File: config.mk
export PLATFORM = sky130hd
export DESIGN_NAME = wdt_top
export DESIGN_NICKNAME = d
export VERILOG_FILES = /design/src/rtl/wdt_pkg.sv /design/src/rtl/wdt_bus_dec.sv /design/src/rtl/wdt_key_seq.sv /design/src/rtl/wdt_ctrl_state.sv /design/src/rtl/wdt_counter.sv /design/src/rtl/wdt_top.sv
export SDC_FILE = /design/constraint.sdc
export NUM_CORES = 1
export LEC_CHECK = 0
export BUFFER_PORTS_ARGS = -buffer_cell sky130_fd_sc_hd__buf_4
export CORE_MARGIN = 2
export CORE_UTILIZATION = 40
export DETAILED_ROUTE_END_ITERATION = 10
export GPL_ROUTABILITY_DRIVEN = 0
export HOLD_SLACK_MARGIN = 0.15
export PLACE_DENSITY_LB_ADDON = 0.1
export SLEW_MARGIN = 20
export SYNTH_ARGS = -nofsm -noshare
export SYNTH_HDL_FRONTEND = slang
export SYNTH_SLANG_ARGS = --single-unit
File: constraint.sdc
create_clock -name clk_i -period 4.8 [get_ports clk_i]
set_clock_uncertainty 0.15 [all_clocks]
set_input_delay 0.24 -clock clk_i [delete_from_list [all_inputs] [get_ports clk_i]]
set_output_delay 0.24 -clock clk_i [all_outputs]
set_load 0.05 [all_outputs]
File: src/rtl/wdt_pkg.sv
package wdt_pkg;
  localparam logic [7:0] KEY_ATTN   = 8'hA5;
  localparam logic [7:0] KEY_PERMIT = 8'hF1;
  localparam logic [7:0] KEY_KICK   = 8'hCC;
  localparam logic [7:0] KEY_HALT   = 8'hDD;
  localparam logic [7:0] KEY_GO     = 8'hEE;
  localparam logic [7:0] KEY_SEAL   = 8'hFF;

  localparam logic [7:0] OFS_CTRL = 8'h00;
  localparam logic [7:0] OFS_STAT = 8'h10;
  localparam logic [7:0] OFS_THR  = 8'h20;
  localparam logic [7:0] OFS_CNT  = 8'h24;
  localparam logic [7:0] OFS_KEY  = 8'h30;
  localparam logic [7:0] OFS_SET  = 8'h04;
  localparam logic [7:0] OFS_CLR  = 8'h08;

  localparam logic [31:0] CTRL_MASK = 32'h0000_0002;
  localparam int CTRL_FREEZE_BIT = 1;

  localparam int ST_ATTN = 0;
  localparam int ST_PRIV = 1;
  localparam int ST_RUN  = 2;
  localparam int ST_LOCK = 3;

  typedef enum logic [1:0] {WR_NONE, WR_DIRECT, WR_SET, WR_CLEAR} wr_kind_e;
  typedef enum logic [2:0] {RD_ZERO, RD_CTRL, RD_STAT, RD_THR, RD_CNT} rd_sel_e;

  typedef struct packed {
    logic permit;
    logic kick;
    logic halt;
    logic go;
    logic seal;
  } key_cmd_t;
endpackage

File: src/rtl/wdt_bus_dec.sv
module wdt_bus_dec
  import wdt_pkg::*;
#(
  parameter int ADDR_W = 6
) (
  input  logic              req_i,
  input  logic              we_i,
  input  logic [ADDR_W-1:0] addr_i,
  output wr_kind_e          ctrl_kind_o,
  output wr_kind_e          stat_kind_o,
  output logic              thr_wr_o,
  output logic              key_wr_o,
  output rd_sel_e           rd_sel_o
);
  localparam logic [ADDR_W-1:0] A_CTRL = ADDR_W'(OFS_CTRL);
  localparam logic [ADDR_W-1:0] A_STAT = ADDR_W'(OFS_STAT);
  localparam logic [ADDR_W-1:0] A_THR  = ADDR_W'(OFS_THR);
  localparam logic [ADDR_W-1:0] A_CNT  = ADDR_W'(OFS_CNT);
  localparam logic [ADDR_W-1:0] A_KEY  = ADDR_W'(OFS_KEY);
  localparam logic [ADDR_W-1:0] A_SET  = ADDR_W'(OFS_SET);
  localparam logic [ADDR_W-1:0] A_CLR  = ADDR_W'(OFS_CLR);

  function automatic wr_kind_e kind_of(logic [ADDR_W-1:0] a, logic [ADDR_W-1:0] base);
    if (a == base)               return WR_DIRECT;
    else if (a == (base | A_SET)) return WR_SET;
    else if (a == (base | A_CLR)) return WR_CLEAR;
    else                          return WR_NONE;
  endfunction

  logic wr;
  wr_kind_e ctrl_hit, stat_hit;

  assign wr       = req_i & we_i;
  assign ctrl_hit = kind_of(addr_i, A_CTRL);
  assign stat_hit = kind_of(addr_i, A_STAT);

  assign ctrl_kind_o = wr ? ctrl_hit : WR_NONE;
  assign stat_kind_o = wr ? stat_hit : WR_NONE;
  assign thr_wr_o    = wr && (addr_i == A_THR);
  assign key_wr_o    = wr && (addr_i == A_KEY);

  always_comb begin
    if (ctrl_hit != WR_NONE)      rd_sel_o = RD_CTRL;
    else if (stat_hit != WR_NONE) rd_sel_o = RD_STAT;
    else if (addr_i == A_THR)     rd_sel_o = RD_THR;
    else if (addr_i == A_CNT)     rd_sel_o = RD_CNT;
    else                          rd_sel_o = RD_ZERO;
  end
endmodule

File: src/rtl/wdt_key_seq.sv
module wdt_key_seq
  import wdt_pkg::*;
(
  input  logic       clk_i,
  input  logic       rst_ni,
  input  logic       key_wr_i,
  input  logic [7:0] key_i,
  input  logic       attn_clr_i,
  output logic       attn_o,
  output key_cmd_t   cmd_o
);
  logic attn_q;
  logic armed;

  assign armed  = key_wr_i & attn_q;
  assign attn_o = attn_q;

  always_comb begin
    cmd_o = '0;
    if (armed) begin
      unique case (key_i)
        KEY_PERMIT: cmd_o.permit = 1'b1;
        KEY_KICK:   cmd_o.kick   = 1'b1;
        KEY_HALT:   cmd_o.halt   = 1'b1;
        KEY_GO:     cmd_o.go     = 1'b1;
        KEY_SEAL:   cmd_o.seal   = 1'b1;
        default:    cmd_o        = '0;
      endcase
    end
  end

  // any key write re-arms only on the attention code
  always_ff @(posedge clk_i or negedge rst_ni) begin
    if (!rst_ni)         attn_q <= 1'b0;
    else if (key_wr_i)   attn_q <= (key_i == KEY_ATTN);
    else if (attn_clr_i) attn_q <= 1'b0;
  end
endmodule

File: src/rtl/wdt_ctrl_state.sv
module wdt_ctrl_state
  import wdt_pkg::*;
#(
  parameter int          CNT_W      = 16,
  parameter logic [31:0] THRESH_RST = 32'd1000
) (
  input  logic             clk_i,
  input  logic             rst_ni,
  input  key_cmd_t         cmd_i,
  input  wr_kind_e         ctrl_kind_i,
  input  logic             thr_wr_i,
  input  logic             priv_clr_i,
  input  logic [31:0]      wdata_i,
  output logic [31:0]      ctrl_o,
  output logic [CNT_W-1:0] thresh_o,
  output logic             run_o,
  output logic             lock_o,
  output logic             wpriv_o
);
  logic [31:0]      ctrl_q;
  logic [CNT_W-1:0] thr_q;
  logic             run_q, lock_q, wpriv_q;
  logic             cfg_wr, gated;
  logic [31:0]      wmask;

  assign cfg_wr = (ctrl_kind_i != WR_NONE) | thr_wr_i;
  assign gated  = wpriv_q & cfg_wr;
  assign wmask  = wdata_i & CTRL_MASK;

  always_ff @(posedge clk_i or negedge rst_ni) begin
    if (!rst_ni) begin
      ctrl_q <= '0;
      thr_q  <= CNT_W'(THRESH_RST);
    end else if (gated) begin
      unique case (ctrl_kind_i)
        WR_DIRECT: ctrl_q <= wmask;
        WR_SET:    ctrl_q <= ctrl_q | wmask;
        WR_CLEAR:  ctrl_q <= ctrl_q & ~wmask;
        default:   ctrl_q <= ctrl_q;
      endcase
      if (thr_wr_i) thr_q <= wdata_i[CNT_W-1:0];
    end
  end

  always_ff @(posedge clk_i or negedge rst_ni) begin
    if (!rst_ni) begin
      run_q   <= 1'b0;
      lock_q  <= 1'b0;
      wpriv_q <= 1'b0;
    end else begin
      if (cmd_i.go)                   run_q <= 1'b1;
      else if (cmd_i.halt && !lock_q) run_q <= 1'b0;

      if (cmd_i.seal) lock_q <= 1'b1;

      if (cmd_i.seal)                   wpriv_q <= 1'b0;
      else if (cmd_i.permit && !lock_q) wpriv_q <= 1'b1;
      else if (gated || priv_clr_i)     wpriv_q <= 1'b0;
    end
  end

  assign ctrl_o   = ctrl_q;
  assign thresh_o = thr_q;
  assign run_o    = run_q;
  assign lock_o   = lock_q;
  assign wpriv_o  = wpriv_q;
endmodule

File: src/rtl/wdt_counter.sv
module wdt_counter #(
  parameter int CNT_W      = 16,
  parameter int RST_CYCLES = 8
) (
  input  logic             clk_i,
  input  logic             rst_ni,
  input  logic             run_i,
  input  logic             hold_i,
  input  logic             restart_i,
  input  logic [CNT_W-1:0] thresh_i,
  output logic [CNT_W-1:0] cnt_o,
  output logic             sys_rst_o
);
  localparam int RW = $clog2(RST_CYCLES + 1);

  logic [CNT_W-1:0] cnt_q;
  logic [RW-1:0]    pulse_q;
  logic             tick, expire;

  assign tick   = run_i & ~hold_i;
  // restart wins over a coincident expiry
  assign expire = tick & ~restart_i & (cnt_q == thresh_i);

  always_ff @(posedge clk_i or negedge rst_ni) begin
    if (!rst_ni)        cnt_q <= '0;
    else if (restart_i) cnt_q <= '0;
    else if (expire)    cnt_q <= '0;
    else if (tick)      cnt_q <= cnt_q + 1'b1;
  end

  always_ff @(posedge clk_i or negedge rst_ni) begin
    if (!rst_ni)              pulse_q <= '0;
    else if (expire)          pulse_q <= RW'(RST_CYCLES);
    else if (pulse_q != '0)   pulse_q <= pulse_q - 1'b1;
  end

  assign cnt_o     = cnt_q;
  assign sys_rst_o = (pulse_q != '0);
endmodule

File: src/rtl/wdt_top.sv
module wdt_top
  import wdt_pkg::*;
#(
  parameter int          ADDR_W     = 6,
  parameter int          CNT_W      = 16,
  parameter int          RST_CYCLES = 8,
  parameter logic [31:0] THRESH_RST = 32'd1000
) (
  input  logic              clk_i,
  input  logic              rst_ni,
  input  logic              req_i,
  input  logic              we_i,
  input  logic [ADDR_W-1:0] addr_i,
  input  logic [31:0]       wdata_i,
  output logic [31:0]       rdata_o,
  input  logic              dbg_halt_i,
  output logic              sys_rst_o
);
  wr_kind_e         ctrl_kind, stat_kind;
  rd_sel_e          rd_sel;
  logic             thr_wr, key_wr;
  key_cmd_t         cmd;
  logic             attn, run, lock, wpriv, hold, restart, cfg_wr;
  logic             attn_clr, priv_clr;
  logic [31:0]      ctrl;
  logic [CNT_W-1:0] thresh, cnt;
  logic [31:0]      status;

  wdt_bus_dec #(.ADDR_W(ADDR_W)) dec_i (
    .req_i(req_i), .we_i(we_i), .addr_i(addr_i),
    .ctrl_kind_o(ctrl_kind), .stat_kind_o(stat_kind),
    .thr_wr_o(thr_wr), .key_wr_o(key_wr), .rd_sel_o(rd_sel)
  );

  // only the clear alias of status has an effect
  assign attn_clr = (stat_kind == WR_CLEAR) & wdata_i[ST_ATTN];
  assign priv_clr = (stat_kind == WR_CLEAR) & wdata_i[ST_PRIV];

  wdt_key_seq key_i (
    .clk_i(clk_i), .rst_ni(rst_ni), .key_wr_i(key_wr), .key_i(wdata_i[7:0]),
    .attn_clr_i(attn_clr), .attn_o(attn), .cmd_o(cmd)
  );

  wdt_ctrl_state #(.CNT_W(CNT_W), .THRESH_RST(THRESH_RST)) state_i (
    .clk_i(clk_i), .rst_ni(rst_ni), .cmd_i(cmd), .ctrl_kind_i(ctrl_kind),
    .thr_wr_i(thr_wr), .priv_clr_i(priv_clr), .wdata_i(wdata_i),
    .ctrl_o(ctrl), .thresh_o(thresh), .run_o(run), .lock_o(lock), .wpriv_o(wpriv)
  );

  assign hold    = ctrl[CTRL_FREEZE_BIT] & dbg_halt_i;
  assign restart = cmd.go | cmd.kick;
  assign cfg_wr  = (ctrl_kind != WR_NONE) | thr_wr;

  wdt_counter #(.CNT_W(CNT_W), .RST_CYCLES(RST_CYCLES)) cnt_i (
    .clk_i(clk_i), .rst_ni(rst_ni), .run_i(run), .hold_i(hold),
    .restart_i(restart), .thresh_i(thresh), .cnt_o(cnt), .sys_rst_o(sys_rst_o)
  );

  always_comb begin
    status = '0;
    status[ST_ATTN] = attn;
    status[ST_PRIV] = wpriv;
    status[ST_RUN]  = run;
    status[ST_LOCK] = lock;
  end

  always_comb begin
    unique case (rd_sel)
      RD_CTRL: rdata_o = ctrl;
      RD_STAT: rdata_o = status;
      RD_THR:  rdata_o = 32'(thresh);
      RD_CNT:  rdata_o = 32'(cnt);
      default: rdata_o = '0;
    endcase
  end
endmodule

==> results of run 1 <==
synthesized netlist by cell type, drive strengths merged, types with 2 or more instances:
cell type / number
nor4: 6
a21o: 2
a22o: 9
nand3: 7
nor2b: 7
or4: 4
and3: 8
o31ai: 13
xnor2: 18
nand2b: 3
dfstp: 6
a21oi: 3
buf: 22
or3: 2
ha: 2
nor3b: 2
a221o: 4
inv: 9
nor2: 24
dfrtp: 35
nor3: 12
nand3b: 3
mux2i: 15
nand4: 7
nand2: 17
o211ai: 2
mux2: 17
a31o: 2
clkbuf: 8
o21ai: 6
cell families after synthesis:
group,synth area share
xor gates and xnor gates,0.05678
and+or+nand+nor,0.2177
DFF,0.3722
AOI/OAI and AO/OA,0.1325
muxes,0.1230
adders and majority gates,0.01262
other,0.001351
buffers and inverters,0.08382
power by group through the flow:
stage / Clock, W / Sequential (W) / Combinational [W]
finish: 0.000230 / 0.000346 / 0.0000857
global route: 0.000256 / 0.000346 / 0.0000923
CTS: 0.000235 / 0.000346 / 0.0000862
detailed placement: 0 / 0.000353 / 0.0000753
global placement: 0 / 0.000353 / 0.0000749
floorplan: 0 / 0.000353 / 0.0000547
per-layer routing:
| layer | global-route usage | part of all wire | up-vias |
|---|---|---|---|
| li1 | - | - | 1131 |
| met5 | 0 | 0 | - |
| met2 | 0.2769 | 0.46 | 52 |
| met3 | 0.03697 | 0.036 | 5 |
| met1 | 0.2632 | 0.50 | 1092 |
| met4 | 0.04196 | 0.0088 | 0 |
how the worst max path moves through the flow:
stage          slack (ps)            from  depth (start not counted)              to
2_1_floorplan        2510       addr_i[1]                          3      rdata_o[0]
3_3_place_gp         1930       addr_i[1]                          6  cnt_i.cnt_o[5]
3_5_place_dp         1930       addr_i[1]                          6  cnt_i.cnt_o[8]
4_1_cts              2090  cnt_i.cnt_o[1]                          5  cnt_i.cnt_o[8]
5_1_grt              1950      wdata_i[7]                          7  cnt_i.cnt_o[8]
6_report             2080      wdata_i[2]                          7  cnt_i.cnt_o[5]
registers in the layout, summed over array words and instances, names as in the netlist:
register	count
state_i.lock_o	1
key_i.attn_o	1
state_i.thresh_o	16
cnt_i.cnt_o	16
cnt_i.pulse_q	4
state_i.ctrl_o	1
state_i.wpriv_o	1
state_i.run_o	1
per-stage QoR:
step	setup WS, ps	utilization
final	2076	0.4926
after global routing	1953	0.4926
after CTS	2095	0.4909
after detailed placement	1934	0.4535
after global placement	1930	0.4535
after floorplan	2512	-
tightest hold or removal path, cell delays in order:
cell    delay (ps)
buf_4          130
inv_1          100
a32o_1         170
area by class of cell:
class                           instances  area [sq um]
Clock buffer                            6         72.57
Clock inverter                          2         10.01
Fill cell                             663          3428
Inverter                                9         33.78
Multi-Input combinational cell        223          1567
Sequential cell                        41          1033
Tap cell                               80         100.1
Timing Repair Buffer                   62         511.7
==> impl_metrics.json, run 1 <==
{
  "outcome": "completed",
  "hold_path.class": "in -> reg",
  "critical_path_arrival_ps": 2760,
  "fin_nets": 387,
  "drv_cap": 0,
  "finalSetupViolCount": 0,
  "grt_pass1_vias": 2110,
  "synth_edf_count": 0,
  "wl_per_cell_um": 15.66,
  "grt_start_max_net_pins": 42,
  "mappedNetlistArea_sq_um": 2776,
  "crit_family": "simple AND/OR/NAND/NOR gates",
  "fmax_ghz": 0.3671,
  "postRouteAntennaNets": 0,
  "min_from": "addr_i[3]",
  "core_area_sq_um": 6756,
  "die_area_sq_um": 7623,
  "synth_warnings": 0,
  "min_period_ps": 2724,
  "path_max_fanout": 19,
  "reg2reg_to": "cnt_i.cnt_o[5]",
  "drive_gt1_frac": 0.2391,
  "wirelength_mm": 6.623,
  "min_to": "state_i.ctrl_o[1]",
  "io_pins": 76,
  "critical_path.cell_chain": "dlygate4sd3_1 > buf_4 > nand3_1 > nor3_1 > and3_1 > nor2_1 > a221o_1",
  "drv_slew": 0,
  "clock_latency_ps": 300,
  "area_growth_pct": 19.87,
  "worstRegToRegCells": 5,
  "cts_root_buffer": "clkbuf_8",
  "diodes": 0,
  "antenna_found_initial": 0,
  "cts_resized": 0,
  "io_buffers": 43,
  "synth_ff_type": "dfrtp_1",
  "ctsHoldBuffers": 17,
  "clock_sinks": 41,
  "p_switching_w": 0.0001852,
  "tns_ps": 0,
  "power_w": 0.0006616,
  "peakVddDrop_uv": 108.8,
  "worstMarginPinSlew_ps": 753.1,
  "final_common_cell": "buf_4",
  "leakage_nw": 1.553,
  "postCtsSetupBuffers": 0,
  "ys_seq_area_frac": 0.3722,
  "stdcell_count": 423,
  "critPathLaunchType": "primary input",
  "worst_hold_slack_ps": 225.0,
  "vias_per_cell": 5.390,
  "cts_tree": "built",
  "drcViolationCount": 0,
  "firstDrtPassIters": 4,
  "yosys.area.top_type_share": 0.3155,
  "grt_setup_unrepaired": "false",
  "combPwrFrac": 0.130,
  "crit_type": "in -> reg",
  "die-width_um": 87.31,
  "reg2reg_from": "key_i.attn_o",
  "whs_path_depth": 3,
  "synth_area_leaders": "dfrtp_1, mux2_2, dfstp_2, xnor2_1, mux2i_1",
  "async_reset_ff_frac": 1.000,
  "p_seq_frac": 0.523,
  "r2r_slack_ps": 2370,
  "ys_types": 48,
  "max-slew-margin-rel": 0.4979,
  "crit_path_end_kind": "register",
  "dp_cells": 397,
  "stdcell_area_sq_um": 3328,
  "p_int_w": 0.0004764,
  "htree_levels": 2,
  "synth_top_cell_by_area": "dfrtp_1",
  "required_ps": 4830,
  "postSynthAreaPerCell_sq_um": 9.640,
  "dp_hpwl_mm": 4.589,
  "synth-seq-cells": 41,
  "synthCells": 288,
  "clk_pin_slew_ps": 90,
  "crit_slowest_cell": "and3_1",
  "hold_viol": 0,
  "drt_iter0_markers": 135,
  "rows": 30,
  "grt_usage": 0.1812,
  "slowest_delay_ps": 730,
  "powerDensity_nw_per_um2": 198.8,
  "cts_buffers": 5,
  "clkPwrFrac": 0.348,
  "crit_buf_inv": 2,
  "post-route-period-util": 0.5676,
  "switching_share": 0.2799,
  "die_h_um": 87.31,
  "grt_pass1_wl_mm": 10.76,
  "overflow": 0,
  "initial_core_util": 0.4109,
  "layout_common_cells": "buf_4, dfrtp_1, nor2_1",
  "cts_max_path_buffers": 2,
  "place_area_sq_um": 3064,
  "num_vias": 2280
}
Power figures use the tool's default switching activity.
==> run 2: changes to the inputs <==
==> constraint.sdc (replaced) <==
create_clock -name clk_i -period 2.7 [get_ports clk_i]
set_clock_uncertainty 0.15 [all_clocks]
set_input_delay 0.135 -clock clk_i [delete_from_list [all_inputs] [get_ports clk_i]]
set_output_delay 0.135 -clock clk_i [all_outputs]
set_load 0.05 [all_outputs]
==> run 2 against run 1 <==
  * Total power is 77% higher
  * Sequential share of layout area shrank 1.2 points
  * Combinational power grew 81%
  * Die area unchanged
  * Global-route usage up 0.88 points
  * Critical path type unchanged
==> impl_metrics.json, run 2 (synthesis results as in run 1) <==
{
  "min_to": "state_i.wpriv_o",
  "worstMarginPinSlew_ps": 563.7,
  "rows": 30,
  "leakage_nw": 1.637,
  "place_area_sq_um": 3124,
  "whs_path_depth": 4,
  "final_common_cell": "buf_4",
  "fin_nets": 402,
  "required_ps": 2780,
  "seq_area_sq_um": 1033,
  "firstDrtPassIters": 4,
  "outcome": "completed",
  "r2r_slack_ps": 430,
  "crit_slowest_cell": "dlygate4sd3_1",
  "core_area_sq_um": 6756,
  "crit_type": "in -> reg",
  "postRouteAntennaNets": 0,
  "stdcell_count": 438,
  "cts_max_path_buffers": 2,
  "layout_common_cells": "buf_4, dfrtp_1, nor2_1",
  "drv_cap": 0,
  "multi_input_area_sq_um": 1574,
  "stdcell_area_sq_um": 3457,
  "diodes": 0,
  "path_common_cell": "dlygate4sd3_1",
  "clock_latency_ps": 300,
  "wl_per_cell_um": 15.22,
  "min_period_ps": 2622,
  "post-route-period-util": 0.9709,
  "grt_usage": 0.1899,
  "drcViolationCount": 0,
  "worstRegToRegCells": 7,
  "die_h_um": 87.31,
  "initial_core_util": 0.4109,
  "htree_levels": 2,
  "overflow": 0,
  "hold_viol": 0,
  "dp_hpwl_mm": 4.678,
  "power_w": 0.001171,
  "fin_util": 0.5117,
  "critical_path.cell_chain": "dlygate4sd3_1 > buf_4 > nand2b_4 > nor4_4 > buf_4 > nand4_1 > dlygate4sd3_1 > nand2_1 > dlygate4sd3_1",
  "drv_slew": 0,
  "peakVddDrop_uv": 184.0,
  "cts_tree": "built",
  "slowest_delay_ps": 560,
  "grt_pass1_wl_mm": 11.41,
  "num-fill-cells": 654,
  "drive_gt1_frac": 0.2598,
  "crit_start": "addr_i[3]",
  "critical_path_arrival_ps": 2700,
  "grt_start_max_net_pins": 42,
  "worst_hold_slack_ps": 167.0,
  "area_growth_pct": 24.52,
  "die-width_um": 87.31,
  "crit_path_end_kind": "register",
  "fmax_ghz": 0.3815,
  "vias_per_cell": 5.386,
  "io_buffers": 43,
  "antenna_found_initial": 0,
  "cts_root_buffer": "clkbuf_8",
  "max-slew-margin-rel": 0.6219,
  "num_vias": 2359,
  "critPathLaunchType": "primary input",
  "reg2reg_to": "state_i.run_o",
  "die_area_sq_um": 7623,
  "io_pins": 76,
  "cts_buffers": 5,
  "finalSetupViolCount": 0,
  "powerDensity_nw_per_um2": 338.6,
  "hold_path.class": "in -> reg",
  "wirelength_mm": 6.668,
  "drt_iter0_markers": 90,
  "min_from": "we_i",
  "path_max_fanout": 5,
  "grt_pass1_vias": 2363,
  "clock_sinks": 41,
  "reg2reg_from": "key_i.attn_o",
  "dp_cells": 405,
  "clk_pin_slew_ps": 70
}
[run 2: worst max-delay path by stage]
stage,depth (start not counted),to,slack [ps]
6_report,9,state_i.run_o,80
5_1_grt,9,state_i.run_o,-10
4_1_cts,9,state_i.run_o,70
3_5_place_dp,6,cnt_i.cnt_o[8],540
3_3_place_gp,6,cnt_i.cnt_o[6],540
2_1_floorplan,6,cnt_i.cnt_o[5],550
[run 2: where the power goes]
| part | total, W | switching (W) | internal [W] |
|---|---|---|---|
| Sequential | 0.000615 | 0.000000417 | 0.000615 |
| Combinational | 0.000155 | 0.000100 | 0.0000551 |
| Clock | 0.000400 | 0.000221 | 0.000180 |
[run 2: final cells by class]
class | count | share of cell area
clock buffer | 6 | 0.02099
clock inverter | 2 | 0.002895
inverter | 9 | 0.009772
multi-input combinational | 223 | 0.4553
sequential | 41 | 0.2989
tap | 80 | 0.02895
timing repair buffer | 77 | 0.1831
[run 2: per-layer routing]
| metal | vias up | global-route usage | routed length (um) |
|---|---|---|---|
| met2 | 55 | 0.3168 | 3219 |
| met1 | 1144 | 0.2607 | 3145 |
| met3 | 4 | 0.03412 | 255 |
| met5 | - | 0 | 0 |
| met4 | 0 | 0.03357 | 48 |
| li1 | 1156 | - | - |
[run 2: timing repair]
item,4_1_cts,5_1_grt
resized for setup,0,1
setup buffers,0,3
setup endpoints to repair,0,1
hold endpoints to repair,62,0
hold buffers,22,0
[run 2: worst max-delay path, delay by kind of cell]
family / cells / cell delay [ps]
and+or+nand+nor: 4 / 570
buffers and inverters: 5 / 1980
[run 2: metrics by stage]
| stage | TNS [ps] | setup WS, ps |
|---|---|---|
| floorplan | 0 | 546.6 |
| global placement | 0 | 542.5 |
| detailed placement | 0 | 539.5 |
| CTS | 0 | 65.97 |
| global route | -13.85 | -13.85 |
| finish | 0 | 78.49 |
==> run 3: changes to the inputs <==
--- a/config.mk
+++ b/config.mk
@@ -6,6 +6,7 @@
 export NUM_CORES = 1
 export LEC_CHECK = 0
 export BUFFER_PORTS_ARGS = -buffer_cell sky130_fd_sc_hd__buf_4
+export CORE_ASPECT_RATIO = 1.25
 export CORE_MARGIN = 2
 export CORE_UTILIZATION = 40
 export DETAILED_ROUTE_END_ITERATION = 10
==> run 3 against run 2 <==
  * Global-route usage down 0.69 points
  * Design area up 0.40%
  * Non-clock buffer count unchanged
  * Flip-flop and latch count unchanged
  * Critical path depth unchanged
  * Setup slack worse by 7.8 ps
  * Combinational power about the same
  * Sequential share of layout area down 0.12 points
  * First-iteration DRC count up 38%
  * Utilization up 1.0 points
  * Cell count up 1.6%
  * Via count down 1.3%
==> impl_metrics.json, run 3 (synthesis results as in run 1) <==
{
  "cts_tree": "built",
  "final_common_cell": "buf_4",
  "grt_pass1_vias": 2400,
  "clkPwrFrac": 0.357,
  "crit_family": "buffers and inverters",
  "die-width_um": 78.52,
  "r2r_slack_ps": 430,
  "fin_nets": 402,
  "vias_per_cell": 5.231,
  "initial_core_util": 0.4177,
  "post-route-period-util": 0.9738,
  "critical_path_arrival_ps": 2710,
  "clock_sinks": 41,
  "cts_root_buffer": "clkbuf_8",
  "crit_type": "in -> reg",
  "crit_path_end_kind": "register",
  "cts_resized": 0,
  "reg2reg_from": "key_i.attn_o",
  "stdcell_count": 445,
  "place_area_sq_um": 3126,
  "critical_path.cell_chain": "dlygate4sd3_1 > buf_4 > nand2b_1 > nor4_4 > buf_4 > nand4_1 > dlygate4sd3_1 > nand2_1 > dlygate4sd3_1",
  "die_area_sq_um": 7627,
  "fmax_ghz": 0.3803,
  "finalSetupViolCount": 0,
  "num_vias": 2328,
  "rows": 33,
  "wl_per_cell_um": 15.11,
  "p_switching_w": 0.0003194,
  "drcViolationCount": 0,
  "clock_latency_ps": 300,
  "crit_slowest_cell": "dlygate4sd3_1",
  "powerDensity_nw_per_um2": 345.2,
  "cts_buffers": 5,
  "drv_cap": 0,
  "max-slew-margin-rel": 0.6338,
  "core_area_sq_um": 6648,
  "path_common_cell": "dlygate4sd3_1",
  "antenna_found_initial": 0,
  "clk_pin_slew_ps": 80,
  "slowest_delay_ps": 560,
  "postRouteAntennaNets": 0,
  "min_period_ps": 2629,
  "drv_slew": 0,
  "p_int_w": 0.0008787,
  "critPathLaunchType": "primary input",
  "required_ps": 2780,
  "worstMarginPinSlew_ps": 549.3,
  "stdcell_area_sq_um": 3471,
  "switching_share": 0.2666,
  "path_max_fanout": 5,
  "p_seq_frac": 0.513,
  "cts_max_path_buffers": 2,
  "combPwrFrac": 0.129,
  "grt_usage": 0.1830,
  "worstRegToRegCells": 7,
  "leakage_nw": 1.626,
  "dp_hpwl_mm": 4.810,
  "drt_iter0_markers": 124,
  "area_growth_pct": 25.01,
  "firstDrtPassIters": 4,
  "htree_levels": 2,
  "reg2reg_to": "state_i.run_o",
  "diodes": 0,
  "hold_path.class": "in -> async",
  "dp_cells": 411,
  "peakVddDrop_uv": 169.9,
  "overflow": 0,
  "hold_viol": 0,
  "layout_common_cells": "buf_4, dfrtp_1, nor2_1, dlygate4sd3_1, xnor2_1",
  "outcome": "completed",
  "power_w": 0.001198,
  "grt_pass1_wl_mm": 11.20,
  "num-fill-cells": 642,
  "io_pins": 76,
  "drive_gt1_frac": 0.2486,
  "io_buffers": 43,
  "grt_start_max_net_pins": 42,
  "wirelength_mm": 6.722,
  "crit_buf_inv": 5,
  "die_h_um": 97.15
}
[run 3: cell types whose count changed in the layout (fill, tap and decap cells not counted)]
cell,delta
buf_4,-2
clkinv_2,-2
dlygate4sd3_1,+2
clkbuf_1,+1
clkbuf_8,+1
nand2b_1,+1
nand2b_4,-1
[run 3: what timing repair did]
item,4_1_cts,5_1_grt
hold endpoints to repair,62,0
setup buffers,0,2
hold buffers,24,0
endpoints found under the setup margin,0,1
[run 3: how the worst max path moves through the flow]
stage	slack, ps	cells after the start	endpoint	startpoint
6_report	70	9	state_i.run_o	addr_i[3]
5_1_grt	-4	9	state_i.run_o	addr_i[3]
4_1_cts	60	9	state_i.run_o	addr_i[3]
2_1_floorplan	550	6	cnt_i.cnt_o[5]	state_i.thresh_o[3]
3_5_place_dp	530	5	cnt_i.cnt_o[15]	cnt_i.cnt_o[3]
3_3_place_gp	520	5	cnt_i.cnt_o[15]	cnt_i.cnt_o[3]
[run 3: area by class of cell]
class                           instances  area, sq um  area share
Multi-Input combinational cell        223         1567      0.4513
Timing Repair Buffer                   77        638.1      0.1838
Inverter                                9        33.78    0.009733
Sequential cell                        41         1033      0.2978
Tap cell                               87        108.9     0.03136
Clock buffer                            8        90.09     0.02596
[run 3: layer usage]
layer	up-vias	global-route usage	part of all wire	wire [um]
met5	-	0	0	0
met2	48	0.3143	0.50	3353
met1	1115	0.2328	0.46	3081
met3	5	0.03160	0.032	216
met4	0	0.05398	0.010	70
li1	1160	-	-	-
[run 3: stage by stage]
stage | setup WS, ps | utilization | TNS, ps | hold WS, ps
floorplan | 546.6 | - | 0 | -310.6
global placement | 515.5 | 0.4702 | 0 | 17.85
detailed placement | 526.0 | 0.4702 | 0 | 10.82
CTS | 64.18 | 0.5199 | 0 | 191.8
global route | -4.228 | 0.5221 | -4.228 | 252.5
finish | 70.68 | 0.5221 | 0 | 206.0
[run 3: power groups by stage]
stage	registers [W]	logic, W	clock network [W]
CTS	0.000615	0.000155	0.000437
finish	0.000615	0.000155	0.000428
floorplan	0.000627	0.0000972	0
global placement	0.000627	0.000134	0
global route	0.000615	0.000166	0.000462
detailed placement	0.000627	0.000133	0
